==> config.mk <==
export PLATFORM = sky130hd
export DESIGN_NAME = egress_fill_notifier
export DESIGN_NICKNAME = d
export VERILOG_FILES = /design/src/rtl/efn_pkg.sv /design/src/rtl/efn_ctrl.sv /design/src/rtl/efn_store.sv /design/src/rtl/efn_fill_irq.sv /design/src/rtl/egress_fill_notifier.sv
export SDC_FILE = /design/constraint.sdc
export NUM_CORES = 2
export LEC_CHECK = 0
export BUFFER_PORTS_ARGS = -buffer_cell sky130_fd_sc_hd__buf_2
export CORE_UTILIZATION = 57
export CTS_CLUSTER_DIAMETER = 60
export DETAILED_ROUTE_END_ITERATION = 10
export PLACE_DENSITY = 0.76
export SKIP_CTS_REPAIR_TIMING = 1
export SLEW_MARGIN = 20
export SYNTH_ARGS = -nofsm -noshare
export SYNTH_HDL_FRONTEND = slang
export SYNTH_SLANG_ARGS = --single-unit
export TNS_END_PERCENT = 100
==> constraint.sdc <==
create_clock -name clk -period 3.47 [get_ports clk]
set_input_delay 0.347 -clock clk [delete_from_list [all_inputs] [get_ports clk]]
set_output_delay 0.347 -clock clk [all_outputs]
set_load 0.01 [all_outputs]
==> src/rtl/efn_pkg.sv <==
package efn_pkg;
  // Per-cycle transfer decision shared by the storage and interrupt logic.
  typedef struct packed {
    logic wr_ok;   // producer beat accepted this cycle
    logic rd_ok;   // consumer pop accepted this cycle
    logic eop;     // accepted beat closes a packet
  } efn_xfer_t;
endpackage

==> src/rtl/efn_ctrl.sv <==
module efn_ctrl
  import efn_pkg::*;
#(
  parameter int DEPTH = 64,
  localparam int AW = $clog2(DEPTH),
  localparam int LW = AW + 1
) (
  input  logic          clk,
  input  logic          rst_n,
  input  logic          wr_req,
  input  logic          wr_eop,
  input  logic          rd_req,
  output efn_xfer_t     xfer,
  output logic [AW-1:0] wr_ptr,
  output logic [AW-1:0] rd_ptr,
  output logic [LW-1:0] level,
  output logic          has_room,
  output logic          has_data,
  output logic          ovf,
  output logic          udf
);
  assign has_room = (level != LW'(DEPTH));
  assign has_data = (level != '0);

  always_comb begin
    xfer.wr_ok = wr_req && has_room;
    xfer.rd_ok = rd_req && has_data;
    xfer.eop   = wr_req && has_room && wr_eop;
  end

  always_ff @(posedge clk or negedge rst_n) begin
    if (!rst_n) begin
      wr_ptr <= '0;
      rd_ptr <= '0;
      level  <= '0;
      ovf    <= 1'b0;
      udf    <= 1'b0;
    end else begin
      if (xfer.wr_ok) wr_ptr <= wr_ptr + 1'b1;
      if (xfer.rd_ok) rd_ptr <= rd_ptr + 1'b1;
      level <= level + LW'(xfer.wr_ok) - LW'(xfer.rd_ok);
      if (wr_req && !has_room) ovf <= 1'b1;
      if (rd_req && !has_data) udf <= 1'b1;
    end
  end

  // occupancy never exceeds the storage depth
  a_r10_level_bound: assert property (@(posedge clk) disable iff (!rst_n)
    level <= LW'(DEPTH));
  // a lone accepted write raises the level by one
  a_r10_level_up: assert property (@(posedge clk) disable iff (!rst_n)
    (wr_req && has_room && !rd_req) |=> level == $past(level) + 1'b1);
  // a full buffer with no read stays full and keeps the overflow flag
  a_r8_full_hold: assert property (@(posedge clk) disable iff (!rst_n)
    (!has_room && !rd_req) |=> !has_room);
  a_r8_ovf_sticky: assert property (@(posedge clk) disable iff (!rst_n)
    ovf |=> ovf);
  // read of an empty buffer is flagged
  a_r9_udf_sets: assert property (@(posedge clk) disable iff (!rst_n)
    (rd_req && !has_data) |=> udf);
endmodule

==> src/rtl/efn_store.sv <==
module efn_store
  import efn_pkg::*;
#(
  parameter int DW    = 32,
  parameter int DEPTH = 64,
  localparam int AW = $clog2(DEPTH)
) (
  input  logic          clk,
  input  logic          rst_n,
  input  efn_xfer_t     xfer,
  input  logic [AW-1:0] wr_ptr,
  input  logic [AW-1:0] rd_ptr,
  input  logic [DW-1:0] wr_data,
  output logic [DW-1:0] rd_data
);
  logic [DW-1:0] mem [DEPTH];

  always_ff @(posedge clk) begin
    if (xfer.wr_ok) mem[wr_ptr] <= wr_data;
  end

  always_ff @(posedge clk or negedge rst_n) begin
    if (!rst_n)          rd_data <= '0;
    else if (xfer.rd_ok) rd_data <= mem[rd_ptr];
  end

  // without an accepted pop the output word holds
  a_r9_data_hold: assert property (@(posedge clk) disable iff (!rst_n)
    !xfer.rd_ok |=> $stable(rd_data));
endmodule

==> src/rtl/efn_fill_irq.sv <==
module efn_fill_irq
  import efn_pkg::*;
#(
  parameter int THRESH = 8,
  localparam int PW = $clog2(THRESH + 1)
) (
  input  logic          clk,
  input  logic          rst_n,
  input  efn_xfer_t     xfer,
  input  logic          clr,
  output logic [PW-1:0] pend,
  output logic          irq
);
  logic hit;

  assign hit = xfer.wr_ok && (xfer.eop || (pend == PW'(THRESH - 1)));

  always_ff @(posedge clk or negedge rst_n) begin
    if (!rst_n) begin
      pend <= '0;
      irq  <= 1'b0;
    end else begin
      if (hit)             pend <= '0;
      else if (xfer.wr_ok) pend <= pend + 1'b1;
      if (hit)      irq <= 1'b1;
      else if (clr) irq <= 1'b0;
    end
  end

  // the pending count always stays below the block size
  a_r3_pend_below: assert property (@(posedge clk) disable iff (!rst_n)
    pend < PW'(THRESH));
  // an accepted end-of-packet beat always raises the interrupt
  a_r5_eop_fires: assert property (@(posedge clk) disable iff (!rst_n)
    (xfer.wr_ok && xfer.eop) |=> (irq && pend == '0));
  // sticky until cleared, and the clear works when nothing fires
  a_r6_sticky: assert property (@(posedge clk) disable iff (!rst_n)
    (irq && !clr) |=> irq);
  a_r6_clear: assert property (@(posedge clk) disable iff (!rst_n)
    (irq && clr && !xfer.wr_ok) |=> !irq);
  // an event beside a clear keeps the interrupt set
  a_r7_event_wins: assert property (@(posedge clk) disable iff (!rst_n)
    (clr && xfer.wr_ok && xfer.eop) |=> irq);
  // cycles without an accepted write leave the count alone
  a_r11_no_read_effect: assert property (@(posedge clk) disable iff (!rst_n)
    !xfer.wr_ok |=> $stable(pend));
endmodule

==> src/rtl/egress_fill_notifier.sv <==
module egress_fill_notifier
  import efn_pkg::*;
#(
  parameter int DW     = 32,
  parameter int DEPTH  = 64,   // power of two, at least 2
  parameter int THRESH = 8,    // 1 .. DEPTH
  localparam int AW = $clog2(DEPTH),
  localparam int LW = AW + 1,
  localparam int PW = $clog2(THRESH + 1)
) (
  input  logic          clk,
  input  logic          rst_n,
  input  logic          src_valid,
  output logic          src_ready,
  input  logic [DW-1:0] src_data,
  input  logic          src_eop,
  input  logic          usr_rd_en,
  output logic          usr_avail,
  output logic [DW-1:0] usr_rd_data,
  output logic          irq,
  input  logic          irq_clr,
  output logic [LW-1:0] fill_level,
  output logic [PW-1:0] fill_pending,
  output logic          overflow,
  output logic          underflow
);
  if (THRESH < 1 || THRESH > DEPTH || (1 << AW) != DEPTH || DEPTH < 2) begin : g_bad_cfg
    $error("egress_fill_notifier: unsupported DEPTH/THRESH");
  end

  efn_xfer_t     xfer;
  logic [AW-1:0] wr_ptr, rd_ptr;

  efn_ctrl #(.DEPTH(DEPTH)) u_ctrl (
    .clk(clk), .rst_n(rst_n),
    .wr_req(src_valid), .wr_eop(src_eop), .rd_req(usr_rd_en),
    .xfer(xfer), .wr_ptr(wr_ptr), .rd_ptr(rd_ptr),
    .level(fill_level), .has_room(src_ready), .has_data(usr_avail),
    .ovf(overflow), .udf(underflow)
  );

  efn_store #(.DW(DW), .DEPTH(DEPTH)) u_store (
    .clk(clk), .rst_n(rst_n), .xfer(xfer),
    .wr_ptr(wr_ptr), .rd_ptr(rd_ptr),
    .wr_data(src_data), .rd_data(usr_rd_data)
  );

  efn_fill_irq #(.THRESH(THRESH)) u_irq (
    .clk(clk), .rst_n(rst_n), .xfer(xfer), .clr(irq_clr),
    .pend(fill_pending), .irq(irq)
  );

  // no interrupt can be pending while nothing has ever been written
  a_r1_quiet_empty: assert property (@(posedge clk) disable iff (!rst_n)
    (fill_level == '0 && !overflow && !irq && !src_valid) |=> !irq);
endmodule

==> results.sh <==
export IMPL_status="finished, final reports clean"
export IMPL_hold_violations=0
export IMPL_syn_cell_area_mm2=0.08108
export IMPL_syn_inst=3842
export IMPL_root_buffer="clkbuf_16"
export IMPL_p_per_area_mw_per_mm2=785.6
export IMPL_core_area_mm2=0.1414
export IMPL_io_buffers=85
export IMPL_vias=42660
export IMPL_wl_per_cell_um=34.21
export IMPL_min_path_cells=1
export IMPL_min_to="u_store.mem[54][27]$_DFFE_PP_"
export IMPL_fin_crit_sh=0.9458
export IMPL_rrSetupSlack_ns=0.19
export IMPL_fillCellCount=8667
export IMPL_ir_drop_mv=0.6827
export IMPL_fin_crit_ns=3.282
export IMPL_grt_pass1_wl_mm=300.6
export IMPL_wl_mm=213.8
export IMPL_rows=138
export IMPL_grt_use_total=0.3002
export IMPL_worstSetupPathType="flop to flop"
export IMPL_synth_edf_count=2048
export IMPL_synthFlopType="edfxtp_1"
export IMPL_area_growth_pct=14.17
export IMPL_p_sw_w=0.02265
export IMPL_grt_ovfl_total=0
export IMPL_clk_latency_ns=0.85
export IMPL_relSlewSlack=0.2308
export IMPL_postSynthAreaPerCell_um2=21.10
export IMPL_setup_viol=0
export IMPL_initial_utilization=0.5734
export IMPL_rsz0062_at_grt="false"
export IMPL_synth_seq_cells=2106
export IMPL_r2r_start="u_ctrl.rd_ptr[2]$_DFFE_PN0P_"
export IMPL_max_freq_mhz=304.7
export IMPL_grt_pass1_vias=42060
export IMPL_final_cell_area_mm2=0.09257
export IMPL_die_y_um=379.2
export IMPL_die_width_um=379.2
export IMPL_p_sw_frac=0.3115
export IMPL_synthDistinctLibCells=65
export IMPL_p_seq_frac=0.416
export IMPL_cp_start_kind="flop"
export IMPL_grt_start_max_net_pins=65
export IMPL_pwr_share_clk=0.300
export IMPL_crit_required_ns=4.26
export IMPL_io_pins=86
export IMPL_antenna_found_initial=6
export IMPL_finalWeightedCongestion=0.8491
export IMPL_die_area_mm2=0.1438
export IMPL_comb_power_share=0.284
export IMPL_finalNetCount=4234
export IMPL_cts_num_sinks=2106
export IMPL_detailed_place_area_mm2=0.08580
export IMPL_ys_seq_area_frac=0.7764
export IMPL_dp_slack_ns=0.4127
export IMPL_r2r_end="u_store.rd_data[14]$_DFFE_PN0P_"
export IMPL_hpwl_mm=123.5
export IMPL_drc=0
export IMPL_p_int_w=0.05007
export IMPL_drive_gt1_frac=0.2678
export IMPL_cts_tree="done"
export IMPL_leakage_nw=29.98
export IMPL_drt_vias_per_instance=6.825
export IMPL_hp_class="input pin to flop"
export IMPL_synth_async_reset_ratio=0.02754
export IMPL_cts_path_max_buffers=3
export IMPL_cts_htree_levels=4
export IMPL_drtIter0Drc=5975
export IMPL_crit_fanout=62
export IMPL_holdWs_ns=0.05091
export IMPL_drv_cap=0
export IMPL_worstSetupEndpointType="flop"
export IMPL_synth_fp_nets=3893
export IMPL_first_pass_iters=5
export IMPL_r2r_cells=6
export IMPL_clk_pin_slew_worst_paths_ns=0.06
export IMPL_critPathArrivalTime_ns=4.07
export IMPL_yosys_warnings=0
export IMPL_slew_violations=0
export IMPL_setup_slack_ns=0.1880
export IMPL_ant_nets=0
export IMPL_numCtsBuffers=198
export IMPL_tightestPinTransition_ns=1.154
export IMPL_clock_skew_ns=0.03530
export IMPL_min_from="src_data[27]"
## worst max-delay path by stage
stage,startpoint,endpoint
final,u_ctrl.rd_ptr[2]$_DFFE_PN0P_,u_store.rd_data[14]$_DFFE_PN0P_
after detailed placement,u_ctrl.rd_ptr[0]$_DFFE_PN0P_,u_store.rd_data[9]$_DFFE_PN0P_
after CTS,u_ctrl.rd_ptr[2]$_DFFE_PN0P_,u_store.rd_data[14]$_DFFE_PN0P_
after global placement,u_ctrl.rd_ptr[2]$_DFFE_PN0P_,u_store.rd_data[14]$_DFFE_PN0P_
after floorplan,u_ctrl.level[2]$_DFF_PN0_,u_store.mem[63][0]$_DFFE_PP_
after global routing,u_ctrl.rd_ptr[0]$_DFFE_PN0P_,u_store.rd_data[9]$_DFFE_PN0P_
## cell families (layout without fill, tap and decap cells)
family | after synthesis | in the layout | synth area share
AOI/OAI and AO/OA | 405 | 405 | 0.03543
xor gates and xnor gates | 16 | 16 | 0.001728
adders and majority gates | 13 | 13 | 0.002099
buffers and inverters | 238 | 754 | 0.01688
DFF | 2106 | 2106 | 0.7764
muxes | 689 | 689 | 0.1472
other | 0 | 3 | 0
and+or+nand+nor | 375 | 375 | 0.02032
## metal layers
| metal | vias up | wire, um | track usage |
|---|---|---|---|
| met3 | 519 | 26550 | 0.07440 |
| met2 | 3228 | 103600 | 0.4778 |
| li1 | 16700 | - | - |
| met4 | 2 | 8225 | 0.1150 |
| met1 | 22220 | 75480 | 0.4035 |
| met5 | - | 13 | 0 |
## worst max-delay path: stages, from the launching register on
cell	delay (ns)
dfrtp_4	0.72
buf_12	0.45
and2_1	0.67
a22o_1	0.26
a221oi_1	0.04
o21ai_0	0.77
a221o_1	0.27
## flip-flops by register name, indices dropped and copies added, names as in the netlist
signal,count
u_store.mem,2048
u_irq.pend,4
u_ctrl.wr_ptr,6
u_ctrl.rd_ptr,6
u_ctrl.ovf,1
u_store.rd_data,32
u_ctrl.udf,1
u_ctrl.level,7
u_irq.irq,1
## area by class of cell
| type | instances | area (um^2) | area share |
|---|---|---|---|
| clock buffers | 251 | 5234 | 0.05654 |
| diodes | 3 | 7.507 | 0.00008109 |
| well taps | 1890 | 2365 | 0.02554 |
| repair buffers | 364 | 3293 | 0.03557 |
| clock inverters | 124 | 1349 | 0.01457 |
| flip-flops and latches | 2106 | 62970 | 0.6802 |
| inverters | 15 | 57.56 | 0.0006217 |
| multi-input cells | 1498 | 17300 | 0.1869 |
## per-stage QoR
step / utilization / power [W] / cells / TNS (ns)
finish: 0.6546 / 0.07273 / 6251 / 0
global route: 0.6546 / 0.07474 / 6249 / 0
CTS: 0.6533 / 0.07265 / 6238 / 0
detailed placement: 0.6067 / 0.05095 / 5863 / 0
global placement: 0.6067 / 0.05063 / 5863 / 0
floorplan: - / 0.04347 / 3842 / -81.18
## Yosys cell counts (26+ instances only)
library cell / count / area share
mux2_2: 36 / 0.0050
buf_6: 35 / 0.0049
a221oi_1: 28 / 0.0030
o22ai_1: 64 / 0.0049
a22oi_1: 32 / 0.0030
clkbuf_1: 96 / 0.0044
a21oi_1: 66 / 0.0041
edfxtp_1: 2048 / 0.76
dfrtp_1: 58 / 0.018
mux4_2: 395 / 0.11
buf_4: 32 / 0.0030
buf_2: 38 / 0.0023
o21ai_1: 26 / 0.0016
mux2i_1: 219 / 0.027
a211o_1: 26 / 0.0028
nand2_1: 196 / 0.0091
o221ai_1: 26 / 0.0028
nor2_1: 98 / 0.0045
mux2_1: 39 / 0.0054
## cells in the final DEF (no fill, tap or decap), types with 9 or more instances in the layout
master,instances
buf_4,242
ha_1,12
dfrtp_1,53
nand3_1,23
xnor2_1,9
edfxtp_1,2048
mux2_2,36
buf_12,55
o21ai_1,25
nor4b_1,10
nor2_4,65
o211ai_1,22
clkbuf_16,198
nor2_1,31
mux4_2,395
o21ai_0,21
a211o_1,26
bufinv_16,20
a211oi_1,14
mux2_1,39
a21oi_1,66
clkbuf_1,45
a22oi_1,32
buf_2,59
a221oi_1,28
o22ai_1,64
mux2i_1,219
nand2_1,196
a311oi_1,9
o221ai_1,26
a22o_1,9
clkinv_2,41
o311ai_1,13
clkinv_1,41
inv_1,10
## power groups by stage
stage               logic [W]  registers, W  clock network, W
floorplan              0.0134        0.0300                 0
global placement       0.0200        0.0306                 0
detailed placement     0.0202        0.0307                 0
CTS                    0.0205        0.0302            0.0220
global route           0.0216        0.0302            0.0229
finish                 0.0207        0.0302            0.0218
Note: power is estimated with default switching activity, not from simulation.
